--- config.mk ---
export PLATFORM = sky130hd
export DESIGN_NAME = i2s_master_ctl
export DESIGN_NICKNAME = d
export VERILOG_FILES = /design/src/rtl/i2s_ctl_pkg.sv /design/src/rtl/i2s_fifo.sv /design/src/rtl/i2s_serial_engine.sv /design/src/rtl/i2s_master_ctl.sv
export SDC_FILE = /design/constraint.sdc
export NUM_CORES = 1
export LEC_CHECK = 0
export BUFFER_PORTS_ARGS = -buffer_cell sky130_fd_sc_hd__buf_2
export CAP_MARGIN = 10
export CORE_ASPECT_RATIO = 0.6
export CORE_MARGIN = 1.5
export CORE_UTILIZATION = 28
export DETAILED_ROUTE_END_ITERATION = 8
export SLEW_MARGIN = 20
export SYNTH_ARGS = -nofsm -noshare
export SYNTH_HDL_FRONTEND = slang
export SYNTH_SLANG_ARGS = --single-unit
--- constraint.sdc ---
create_clock -name clk -period 13.3 [get_ports clk]
set_input_delay 1.33 -clock clk [delete_from_list [all_inputs] [get_ports clk]]
set_output_delay 1.33 -clock clk [all_outputs]
set_load 0.1 [all_outputs]
--- src/rtl/i2s_ctl_pkg.sv ---
package i2s_ctl_pkg;

  localparam int SMP_W     = 24;
  localparam int SLOT_BITS = 32;

  // configuration word bit positions
  localparam int B_TX_UF   = 25;
  localparam int B_TX_OF   = 24;
  localparam int B_RX_UF   = 23;
  localparam int B_RX_OF   = 22;
  localparam int B_SCK_INV = 12;
  localparam int B_PIN_IN  = 11;
  localparam int B_LOOP    = 10;
  localparam int B_WS_INV  = 9;
  localparam int B_TX_EN   = 6;
  localparam int B_RX_EN   = 5;

  typedef enum logic [1:0] {
    FMT_STD   = 2'd0,
    FMT_LEFT  = 2'd1,
    FMT_RIGHT = 2'd2,
    FMT_RSVD  = 2'd3
  } frame_fmt_e;

  function automatic logic width_ok(input logic [4:0] w);
    return w inside {5'd8, 5'd16, 5'd18, 5'd20, 5'd24};
  endfunction

  // slot bit that carries the sample MSB
  function automatic int msb_slot_pos(input frame_fmt_e f, input int w);
    case (f)
      FMT_LEFT:  return 0;
      FMT_RIGHT: return SLOT_BITS - w;
      default:   return 1;
    endcase
  endfunction

  function automatic logic in_window(input int b, input int first, input int w);
    return (b >= first) && (b < first + w);
  endfunction

  function automatic logic slot_bit(input logic [SMP_W-1:0] s, input int b,
                                    input int first, input int w);
    logic [SMP_W-1:0] t;
    if (!in_window(b, first, w)) return 1'b0;
    t = s >> (w - 1 - (b - first));
    return t[0];
  endfunction

endpackage

--- src/rtl/i2s_fifo.sv ---
module i2s_fifo #(
  parameter int W     = 24,
  parameter int DEPTH = 8
) (
  input  logic         clk,
  input  logic         rst_n,
  input  logic         push,
  input  logic [W-1:0] wdata,
  input  logic         pop,
  output logic [W-1:0] rdata,
  output logic         full,
  output logic         empty
);
  localparam int AW = $clog2(DEPTH);

  logic [W-1:0] mem [DEPTH];
  logic [AW-1:0] wp_q, rp_q;
  logic [AW:0]   cnt_q;
  logic do_push, do_pop;

  assign full    = (cnt_q == (AW+1)'(DEPTH));
  assign empty   = (cnt_q == '0);
  assign do_push = push && !full;
  assign do_pop  = pop && !empty;
  assign rdata   = mem[rp_q];

  always_ff @(posedge clk) begin
    if (do_push) mem[wp_q] <= wdata;
  end

  always_ff @(posedge clk or negedge rst_n) begin
    if (!rst_n) begin
      wp_q  <= '0;
      rp_q  <= '0;
      cnt_q <= '0;
    end else begin
      if (do_push) wp_q <= (wp_q == AW'(DEPTH-1)) ? '0 : wp_q + 1'b1;
      if (do_pop)  rp_q <= (rp_q == AW'(DEPTH-1)) ? '0 : rp_q + 1'b1;
      case ({do_push, do_pop})
        2'b10:   cnt_q <= cnt_q + 1'b1;
        2'b01:   cnt_q <= cnt_q - 1'b1;
        default: cnt_q <= cnt_q;
      endcase
    end
  end
endmodule

--- src/rtl/i2s_serial_engine.sv ---
module i2s_serial_engine
  import i2s_ctl_pkg::*;
#(
  parameter int MCLK_DIV = 4,
  parameter int SW       = SMP_W
) (
  input  logic          clk,
  input  logic          rst_n,
  input  logic          run,
  input  logic          hold,
  input  frame_fmt_e    fmt,
  input  logic [4:0]    width,
  input  logic          loopback,
  input  logic          tx_en,
  input  logic          rx_en,
  input  logic [SW-1:0] tx_data,
  input  logic          tx_empty,
  input  logic          sd_i,
  output logic          tx_pop,
  output logic          tx_uf_evt,
  output logic          rx_push,
  output logic [SW-1:0] rx_data,
  output logic          bclk_raw,
  output logic          ws_raw,
  output logic          sd_raw
);
  localparam int DCW        = $clog2(MCLK_DIV);
  localparam int FRAME_BITS = 2 * SLOT_BITS;
  localparam int BPW        = $clog2(FRAME_BITS);
  localparam int SLW        = $clog2(SLOT_BITS);

  logic [DCW-1:0] div_q;
  logic [BPW-1:0] pos_q;
  logic [SW-1:0]  cur_q, acc_q;
  logic           arm_q;

  logic [SLW-1:0] sbit;
  logic tick, bit_end, sample_pt, slot_end, win, tx_bit, rx_bit;
  int   first;

  assign sbit      = pos_q[SLW-1:0];
  assign tick      = run && !hold;
  assign bit_end   = tick && (div_q == DCW'(MCLK_DIV-1));
  assign sample_pt = tick && (div_q == DCW'(MCLK_DIV/2));
  assign slot_end  = bit_end && (&sbit);

  always_comb begin
    first  = msb_slot_pos(fmt, int'(width));
    win    = in_window(int'(sbit), first, int'(width));
    tx_bit = slot_bit(cur_q, int'(sbit), first, int'(width));
    rx_bit = loopback ? tx_bit : sd_i;
  end

  assign tx_pop    = slot_end && tx_en && !tx_empty;
  assign tx_uf_evt = slot_end && tx_en && tx_empty;
  assign rx_push   = slot_end && arm_q && rx_en;
  assign rx_data   = acc_q;
  assign bclk_raw  = (div_q >= DCW'(MCLK_DIV/2));
  assign ws_raw    = pos_q[BPW-1];
  assign sd_raw    = tx_bit;

  always_ff @(posedge clk or negedge rst_n) begin
    if (!rst_n) begin
      div_q <= '0;
      pos_q <= '1;
      cur_q <= '0;
      acc_q <= '0;
      arm_q <= 1'b0;
    end else if (hold) begin
      div_q <= '0;
      pos_q <= '1;
      cur_q <= '0;
      acc_q <= '0;
      arm_q <= 1'b0;
    end else if (tick) begin
      div_q <= bit_end ? '0 : div_q + 1'b1;
      if (bit_end) pos_q <= pos_q + 1'b1;
      if (slot_end) begin
        cur_q <= tx_pop ? tx_data : '0;
        acc_q <= '0;
        arm_q <= 1'b1;
      end else if (sample_pt && win) begin
        acc_q <= {acc_q[SW-2:0], rx_bit};
      end
    end
  end
endmodule

--- src/rtl/i2s_master_ctl.sv ---
module i2s_master_ctl
  import i2s_ctl_pkg::*;
#(
  parameter int ADDR_W     = 4,
  parameter int BUS_W      = 32,
  parameter int FIFO_DEPTH = 8,
  parameter int MCLK_DIV   = 4
) (
  input  logic              clk,
  input  logic              rst_n,
  input  logic              bus_sel,
  input  logic              bus_wr,
  input  logic [ADDR_W-1:0] bus_addr,
  input  logic [BUS_W-1:0]  bus_wdata,
  output logic [BUS_W-1:0]  bus_rdata,
  output logic              sck_o,
  output logic              ws_o,
  output logic              sd_o,
  output logic              sd_oe,
  input  logic              sd_i
);
  localparam logic [ADDR_W-1:0] OFS_DATA = ADDR_W'(0);
  localparam logic [ADDR_W-1:0] OFS_CFG  = ADDR_W'(4);
  localparam logic [ADDR_W-1:0] OFS_EN   = ADDR_W'(8);

  // configuration fields
  logic       cfg_sck_inv, cfg_pin_in, cfg_loop, cfg_ws_inv, cfg_tx_en, cfg_rx_en;
  frame_fmt_e cfg_fmt;
  logic [4:0] cfg_width;
  logic       flag_tx_uf, flag_tx_of, flag_rx_uf, flag_rx_of;
  logic [1:0] en_q;

  // named internal events
  logic wr_data, wr_cfg, wr_en, rd_data;
  logic tx_push, tx_pop, tx_full, tx_empty, tx_uf_evt;
  logic rx_push, rx_pop, rx_full, rx_empty;
  logic [SMP_W-1:0] tx_head, rx_head, rx_in;
  logic bclk_raw, ws_raw, sd_raw;
  logic [BUS_W-1:0] cfg_word;
  logic unused_wdata;

  assign unused_wdata = ^{bus_wdata[BUS_W-1:26], bus_wdata[21:13]};

  assign wr_data = bus_sel &&  bus_wr && (bus_addr == OFS_DATA);
  assign wr_cfg  = bus_sel &&  bus_wr && (bus_addr == OFS_CFG);
  assign wr_en   = bus_sel &&  bus_wr && (bus_addr == OFS_EN);
  assign rd_data = bus_sel && !bus_wr && (bus_addr == OFS_DATA);
  assign tx_push = wr_data;
  assign rx_pop  = rd_data;

  i2s_fifo #(.W(SMP_W), .DEPTH(FIFO_DEPTH)) tx_fifo_i (
    .clk(clk), .rst_n(rst_n), .push(tx_push), .wdata(bus_wdata[SMP_W-1:0]),
    .pop(tx_pop), .rdata(tx_head), .full(tx_full), .empty(tx_empty)
  );

  i2s_fifo #(.W(SMP_W), .DEPTH(FIFO_DEPTH)) rx_fifo_i (
    .clk(clk), .rst_n(rst_n), .push(rx_push), .wdata(rx_in),
    .pop(rx_pop), .rdata(rx_head), .full(rx_full), .empty(rx_empty)
  );

  i2s_serial_engine #(.MCLK_DIV(MCLK_DIV), .SW(SMP_W)) engine_i (
    .clk(clk), .rst_n(rst_n), .run(en_q[0]), .hold(en_q[1]),
    .fmt(cfg_fmt), .width(cfg_width), .loopback(cfg_loop),
    .tx_en(cfg_tx_en), .rx_en(cfg_rx_en), .tx_data(tx_head), .tx_empty(tx_empty),
    .sd_i(sd_i), .tx_pop(tx_pop), .tx_uf_evt(tx_uf_evt), .rx_push(rx_push),
    .rx_data(rx_in), .bclk_raw(bclk_raw), .ws_raw(ws_raw), .sd_raw(sd_raw)
  );

  // sticky flag update: set wins over a simultaneous clear
  function automatic logic sticky(input logic cur, input logic clr, input logic set);
    return (cur && !clr) || set;
  endfunction

  always_ff @(posedge clk or negedge rst_n) begin
    if (!rst_n) begin
      cfg_sck_inv <= 1'b0;
      cfg_pin_in  <= 1'b0;
      cfg_loop    <= 1'b0;
      cfg_ws_inv  <= 1'b0;
      cfg_tx_en   <= 1'b0;
      cfg_rx_en   <= 1'b0;
      cfg_fmt     <= FMT_STD;
      cfg_width   <= 5'd16;
      flag_tx_uf  <= 1'b0;
      flag_tx_of  <= 1'b0;
      flag_rx_uf  <= 1'b0;
      flag_rx_of  <= 1'b0;
      en_q        <= 2'b10;
    end else begin
      if (wr_cfg) begin
        cfg_sck_inv <= bus_wdata[B_SCK_INV];
        cfg_pin_in  <= bus_wdata[B_PIN_IN];
        cfg_loop    <= bus_wdata[B_LOOP];
        cfg_ws_inv  <= bus_wdata[B_WS_INV];
        cfg_tx_en   <= bus_wdata[B_TX_EN];
        cfg_rx_en   <= bus_wdata[B_RX_EN];
        if (bus_wdata[8:7] != 2'd3) cfg_fmt <= frame_fmt_e'(bus_wdata[8:7]);
        if (width_ok(bus_wdata[4:0])) cfg_width <= bus_wdata[4:0];
      end
      if (wr_en) en_q <= bus_wdata[1:0];
      flag_tx_uf <= sticky(flag_tx_uf, wr_cfg && bus_wdata[B_TX_UF], tx_uf_evt);
      flag_tx_of <= sticky(flag_tx_of, wr_cfg && bus_wdata[B_TX_OF], tx_push && tx_full);
      flag_rx_uf <= sticky(flag_rx_uf, wr_cfg && bus_wdata[B_RX_UF], rx_pop && rx_empty);
      flag_rx_of <= sticky(flag_rx_of, wr_cfg && bus_wdata[B_RX_OF], rx_push && rx_full);
    end
  end

  assign cfg_word = {6'b0, flag_tx_uf, flag_tx_of, flag_rx_uf, flag_rx_of,
                     !tx_full, tx_empty, tx_full, !rx_empty, rx_full, 4'b0,
                     cfg_sck_inv, cfg_pin_in, cfg_loop, cfg_ws_inv, cfg_fmt,
                     cfg_tx_en, cfg_rx_en, cfg_width};

  always_comb begin
    case (bus_addr)
      OFS_DATA: bus_rdata = rx_empty ? '0 : {{(BUS_W-SMP_W){1'b0}}, rx_head};
      OFS_CFG:  bus_rdata = cfg_word;
      OFS_EN:   bus_rdata = {{(BUS_W-2){1'b0}}, en_q};
      default:  bus_rdata = '0;
    endcase
  end

  assign sck_o = bclk_raw ^ cfg_sck_inv;
  assign ws_o  = ws_raw ^ cfg_ws_inv;
  assign sd_o  = sd_raw;
  assign sd_oe = !cfg_pin_in;
endmodule

==> summary.txt, run 1 <==
Crit path arrival time = 5480 ps
Final non-filler cell area = 0.0234 sq mm
Worst hold slack across all endpoints = 481 ps
Final Hold Viols = 0
Post-Route Skew = 31.9 ps
Final layout net count = 1380
Number of buffers created by CTS = 45
Number of nets still failing antenna checks after routing = 0
Mean post-synth cell area = 16.8 sq um
Antenna violations before repair = 4
Register-to-register setup slack = 8850 ps
RSZ-0062 raised after global routing = no
Leading post-synthesis cells by cell area = sky130_fd_sc_hd__edfxtp_1 (57%), sky130_fd_sc_hd__mux4_2 (11%), sky130_fd_sc_hd__dfrtp_1 (11%), sky130_fd_sc_hd__ha_1 (2.9%), sky130_fd_sc_hd__mux2i_1 (2.4%)
Class of the tightest hold or removal check = reg -> reg
Area of the mapped netlist = 0.0202 sq mm
Area share of the leading cell type in the synthesized netlist = 0.571
DIE HEIGHT = 211 um
Number of max-cap violations = 0
Number of global-route vias before repair = 11100
Kind of critical path = reg -> out
Worst setup path start = cfg_fmt[0]
DPL Wire Length = 28.6 mm
Largest stage delay, worst path = 630 ps
Most used flip-flop cell after synthesis = sky130_fd_sc_hd__edfxtp_1
Count of input and output buffers = 64
Routed WL per cell = 20.0 um
Largest net degree at the start of global routing = 53
Width of the chip = 350 um
Clock-pin slew on the worst setup and hold paths = 60 ps
Slew of the pin with the lowest slew margin = 1150 ps
Maximum frequency from static timing analysis = 147 MHz
Startpoint of the worst register-to-register path = cfg_fmt[0]
FFs w/ async S/R, synth = 0.200
Global placer's final weighted congestion = 0.793
Cell leakage power = 8.02 nW
Final Max Slew Viols = 0
Resized cells post-CTS = 0
Total overflow reported by the global router = 0
Starting Density = 0.282
Accumulated negative setup slack = 0 ps
Critical register-to-register path endpoint = engine_i.rx_data[0]
Most common library cells after synthesis = sky130_fd_sc_hd__edfxtp_1 (384), sky130_fd_sc_hd__mux4_2 (102), sky130_fd_sc_hd__nand2_1 (99)
Most instantiated library cell after synthesis = sky130_fd_sc_hd__edfxtp_1
Htree depth = 2
Largest buffer count on any clock path = 3
Number of synthesized flops with an enable pin = 384
Placement Cell Area = 0.0217 sq mm
Area leader, netlist = sky130_fd_sc_hd__edfxtp_1
Wire length of the first global-routing pass = 69.7 mm
Data required time at the worst endpoint = 11970 ps
Final number of setup-violating endpoints = 0
Vias = 10900
Num rows = 76
Max transition margin = 0.231
Cell type of the slowest stage on the worst timing path = sky130_fd_sc_hd__a2111oi_0
Outcome = finished clean
Count of mapped cells out of synthesis = 1201
Cell at the root of the clock tree = sky130_fd_sc_hd__clkbuf_16
Period minus WS final = 6810 ps
Number of DRC markers in iteration 0 = 1090
Fin util = 0.327
Vias per cell = 4.74
Hold-fix buffers, CTS = 0
Layout fillers = 6888
Power per unit of standard cell area = 149 mW/mm^2
CTS tree = done
Unique cell type count in the Yosys netlist = 61
Post-detailed-route DRC marker count = 0
Global-route usage over all layers = 0.125
Syn. warnings = 0
Clock sink count = 480
Signed area change from the synthesized netlist to the final layout = 15.8%
Cells traversed along the worst timing path = inv_1, ha_1, mux2i_1, ha_1, inv_1, ha_1, inv_1, fa_1, nand2b_1, a2111oi_0, or3_1, ha_1, inv_1, o31ai_1, a221oi_1, nand3_1, nor2_1, buf_2
Number of top-level pins = 77
Area of the core = 0.0715 sq mm
Worst reg2reg path depth = 17
Die Footprint = 0.0738 sq mm
Total Wirelength = 46.0 mm
Fraction of the yosys area taken by sequential cells = 0.691
Total power after layout = 3.49 mW
End point of the critical path = sd_o
Portion of the clock cycle consumed by the worst path in the final layout = 0.512
Detailed-routing iteration count for the pre-antenna-repair pass = 5
Biggest fanout along the worst timing path = 7
Critical path startpoint category = register
Type of element capturing the critical path = primary output
Worst skew pair latency = 580 ps
Worst-case vdd ir drop = 0.0000944 V
Number of synthesized register bits = 480
Post-CTS setup buffers = 0
Fraction of final layout cells sized beyond drive strength 1 = 0.237
-- critical path, delay by kind of cell (launching register included) --
family | cells | cell delay [ps]
AOI/OAI and AO/OA | 3 | 1000
and+or+nand+nor | 4 | 880
DFF | 1 | 400
adders and majority gates | 5 | 1440
buffers and inverters | 5 | 800
muxes | 1 | 400
-- routing by layer --
metal	up-vias	global-route usage	part of all wire
met5	-	0	0.00078
met4	6	0.0294	0.020
met3	70	0.0215	0.054
met2	288	0.189	0.45
met1	5734	0.188	0.48
li1	4794	-	-
-- flip-flops by register name, indices dropped and copies added, names as in the netlist, 2 cells and up --
| signal | count |
|---|---|
| cfg_fmt | 2 |
| cfg_width | 5 |
| en_q | 2 |
| engine_i.cur_q | 24 |
| engine_i.div_q | 2 |
| engine_i.pos_q | 6 |
| engine_i.rx_data | 24 |
| rx_fifo_i.cnt_q | 4 |
| rx_fifo_i.mem | 192 |
| rx_fifo_i.rp_q | 3 |
| rx_fifo_i.wp_q | 3 |
| tx_fifo_i.cnt_q | 4 |
| tx_fifo_i.mem | 192 |
| tx_fifo_i.rp_q | 3 |
| tx_fifo_i.wp_q | 3 |
-- layout by cell type (no fill, tap or decap), drive strengths merged, types with 2 or more instances in the layout --
cell type	instances
or3	4
a21o	10
nor4	2
inv	41
clkbuf	62
clkinvlp	3
edfxtp	384
nand3b	2
bufinv	7
buf	91
o22ai	7
o21ai	74
mux2i	49
clkinv	11
a211o	2
nand3	35
a211oi	5
nor2	38
and3	5
conb	6
fa	8
xor2	10
dfstp	8
a2111oi	2
a21oi	34
nand4	3
or2	2
nand2	100
dfrtp	88
mux4	102
and2	4
o211a	3
nor3	16
nor2b	4
a22oi	2
mux2	12
xnor2	13
nand2b	15
ha	46
-- how the worst min path moves through the flow --
| stage | startpoint | endpoint | slack, ps | depth (start not counted) |
|---|---|---|---|---|
| detailed placement | engine_i.cur_q[19] | engine_i.cur_q[19] | 470 | 2 |
| finish | engine_i.cur_q[19] | engine_i.cur_q[19] | 480 | 2 |
| CTS | engine_i.cur_q[19] | engine_i.cur_q[19] | 480 | 2 |
| floorplan | flag_tx_uf | flag_tx_uf | 440 | 2 |
| global route | rx_fifo_i.cnt_q[3] | rx_fifo_i.cnt_q[3] | 490 | 1 |
| global placement | engine_i.cur_q[6] | engine_i.cur_q[6] | 460 | 2 |
-- final cells by class --
class                           count  area, sq um  area share
Antenna cell                        1         2.50    0.000107
Timing Repair Buffer               91          558      0.0239
Tap cell                          975         1220      0.0522
Inverter                           40          150     0.00642
Multi-Input combinational cell    627         5920       0.253
Clock buffer                       62         1250      0.0535
Sequential cell                   480        14000       0.597
Clock inverter                     22          322      0.0138
-- per-stage QoR --
stage | setup slack [ps] | std cells
floorplan | 7320 | 1206
global placement | 7210 | 2211
detailed placement | 7130 | 2211
CTS | 6510 | 2295
global route | 6150 | 2297
finish | 6490 | 2298
-- logic make-up (layout without fill, tap and decap cells) --
family	after synthesis	count (layout)	share of synthesized area
other	1	7	0.000186
buffers and inverters	99	215	0.0211
flip-flops	480	480	0.691
adder cells (fa/ha/maj)	54	54	0.0364
AO/OA/AOI/OAI	148	148	0.0436
AND/OR/NAND/NOR	233	233	0.0534
multiplexers	163	163	0.145
XOR/XNOR	23	23	0.00998
-- power breakdown --
group | internal (mW) | total, mW | switching, mW
logic | 0.162 | 0.437 | 0.275
clock network | 0.801 | 1.36 | 0.559
registers | 1.64 | 1.69 | 0.0514
total | 2.61 | 3.49 | 0.886
Power figures use the tool's default switching activity.
==> run 2, diff against run 1 <==
==> constraint.sdc (replaced) <==
create_clock -name clk -period 6.63 [get_ports clk]
set_input_delay 0.663 -clock clk [delete_from_list [all_inputs] [get_ports clk]]
set_output_delay 0.663 -clock clk [all_outputs]
set_load 0.1 [all_outputs]
==> summary.txt, run 2 (synthesis gave the netlist of run 1 again) <==
Global-route usage over all layers = 0.125 (about the same)
Biggest fanout along the worst timing path = 7 (unchanged)
Global placer's final weighted congestion = 0.814 (+2.6%)
Combinational share of power = 0.125 (about the same)
Commonest cells after routing, fill and taps aside = sky130_fd_sc_hd__edfxtp_1 (384), sky130_fd_sc_hd__mux4_2 (102), sky130_fd_sc_hd__nand2_1 (99)
Final Hold Viols = 0 (unchanged)
Final Max Slew Viols = 0 (unchanged)
Routed WL per cell = 20.1 um (+0.11%)
Power per unit of standard cell area = 297 mW/mm^2 (+99%)
Max Used Layer = met5
Wire length of the first global-routing pass = 69.9 mm (+0.31%)
Fraction of final layout cells sized beyond drive strength 1 = 0.237 (+0.000398)
Detailed-routing iteration count for the pre-antenna-repair pass = 6 (+1)
Data required time at the worst endpoint = 5970 ps (-6000 ps)
Cell internal power dissipation = 5.16 mW (+98%)
Net Sw Frac = 0.256 (+0.00187)
Final number of setup-violating endpoints = 0 (unchanged)
Startpoint of the worst register-to-register path = cfg_fmt[0]
CTS tree = done
Largest net degree at the start of global routing = 60 (+13%)
Final layout net count = 1382 (+0.14%)
Clock-pin slew on the worst setup and hold paths = 70 ps (about the same)
Cell leakage power = 8.06 nW (+0.56%)
Crit path arrival time = 5160 ps (-320 ps)
Vias = 10800 (-0.75%)
Signed area change from the synthesized netlist to the final layout = 15.6%
Switch Pwr = 1.77 mW (+100%)
Met2 wire len = 20.6 mm (about the same)
Vias per cell = 4.70 (-0.84%)
Cells traversed along the worst timing path = inv_1, ha_1, mux2i_1, ha_1, inv_1, ha_1, inv_1, fa_1, nand2b_1, a2111oi_0, or3_1, ha_1, inv_1, o31ai_1, a221oi_1, nand3_1, nor2_1, buf_2
Critical register-to-register path endpoint = engine_i.rx_data[0]
Critical path startpoint category = register
Die Footprint = 0.0738 sq mm (unchanged)
Cell at the root of the clock tree = sky130_fd_sc_hd__clkbuf_16
Worst reg2reg path depth = 17 (unchanged)
Resized cells post-CTS = 0 (unchanged)
Post-detailed-route DRC marker count = 0 (unchanged)
Regs by FF count = rx_fifo_i.mem x192, tx_fifo_i.mem x192
Largest buffer count on any clock path = 3 (unchanged)
Number of DRC markers in iteration 0 = 831 (-24%)
Number of buffer and inverter stages on the critical path = 5 (unchanged)
Count of input and output buffers = 64 (unchanged)
Width of the chip = 350 um (unchanged)
Maximum frequency from static timing analysis = 172 MHz
Antenna violations before repair = 5 (+1)
Number of max-cap violations = 0 (unchanged)
Class of the tightest hold or removal check = in -> async
Cell type of the slowest stage on the worst timing path = sky130_fd_sc_hd__a2111oi_0
Number of nets still failing antenna checks after routing = 0 (unchanged)
Total overflow reported by the global router = 0 (unchanged)
Hold-fix buffers, CTS = 0 (unchanged)
DPL Wire Length = 28.7 mm (+0.38%)
Num rows = 76 (unchanged)
Number of top-level pins = 77 (unchanged)
Worst skew pair latency = 570 ps (about the same)
Register-to-register setup slack = 2220 ps (-6630 ps)
Metal-1 WL = 22.4 mm (+1.7%)
Total Wirelength = 46.1 mm (+0.19%)
Portion of the clock cycle consumed by the worst path in the final layout = 0.879
Number of buffers created by CTS = 45 (unchanged)
Met3 routed wirelength = 2.35 mm (-5.6%)
Portion of total power attributed to sequential cells = 0.488 (+0.003)
Accumulated negative setup slack = 0 ps (unchanged)
Outcome = finished clean
Kind of critical path = reg -> out
Htree depth = 2 (unchanged)
Starting Density = 0.282 (unchanged)
Largest stage delay, worst path = 520 ps (-110 ps)
Part of the power in the clock network = 0.387 (-0.003)
Fin util = 0.326 (-0.000525)
Worst-case vdd ir drop = 0.000251 V (+170%)
Post-CTS setup buffers = 0 (unchanged)
Clock sink count = 480 (unchanged)
Post-Route Skew = 23.7 ps (-8.17 ps)
Commonest non-fill, non-tap cell in the layout = sky130_fd_sc_hd__edfxtp_1
DIE HEIGHT = 211 um (unchanged)
Max transition margin = 0.304 (+0.0728)
Area of the core = 0.0715 sq mm (unchanged)
Number of global-route vias before repair = 11100 (+0.14%)
Largest delay contributor family on the critical path = adder cells
Type of element capturing the critical path = primary output
RSZ-0062 raised after global routing = no
Slew of the pin with the lowest slew margin = 1040 ps (-108 ps)
Period minus WS final = 5830 ps
-- run 2: cell types whose count changed in the layout (fill, tap and decap cells not counted), sizes merged --
| cell | previous run | this run |
|---|---|---|
| clkinv | 11 | 13 |
| buf | 91 | 93 |
| clkinvlp | 3 | 2 |
| clkbuf | 62 | 61 |
| inv | 41 | 43 |
| bufinv | 7 | 5 |
-- run 2: through the flow --
step	setup slack, ps	hold WS, ps	power (mW)	instances	instance area (sq um)
after global placement	1590	459	4.29	2213	21800
final	803	94.1	6.93	2300	23300
after global routing	483	109	7.20	2299	23300
after detailed placement	1510	471	4.31	2213	21800
after floorplan	1320	367	4.07	1206	20200
after CTS	849	89.7	6.99	2297	23300
-- run 2: power by group through the flow --
stage / clock network [mW] / logic, mW / registers (mW)
after floorplan: 0 / 0.676 / 3.40
after global placement: 0 / 0.844 / 3.45
after detailed placement: 0 / 0.863 / 3.45
after CTS: 2.73 / 0.866 / 3.39
after global routing: 2.85 / 0.953 / 3.39
final: 2.68 / 0.867 / 3.38
-- run 2: worst max path at each step --
stage	to	cells past startpoint	slack [ps]	start
final	sd_o	18	800	cfg_fmt[0]
after global routing	sd_o	18	480	cfg_fmt[0]
after global placement	sd_o	18	1590	cfg_fmt[0]
after floorplan	sd_o	16	1320	cfg_width[0]
after CTS	sd_o	18	850	cfg_fmt[0]
after detailed placement	sd_o	18	1510	cfg_fmt[0]
-- run 2: layout make-up --
class | instances | area, sq um
Antenna cell | 1 | 2.50
Fill cell | 6912 | 48200
Inverter | 40 | 150
Clock buffer | 61 | 1270
Sequential cell | 480 | 14000
Tap cell | 975 | 1220
Clock inverter | 23 | 275
Timing Repair Buffer | 93 | 561
Multi-Input combinational cell | 627 | 5910
-- run 2: per-layer routing --
layer / GRT usage / vias up
li1: - / 4807
met3: 0.0234 / 58
met5: 0 / -
met2: 0.189 / 248
met4: 0.0282 / 4
met1: 0.187 / 5693
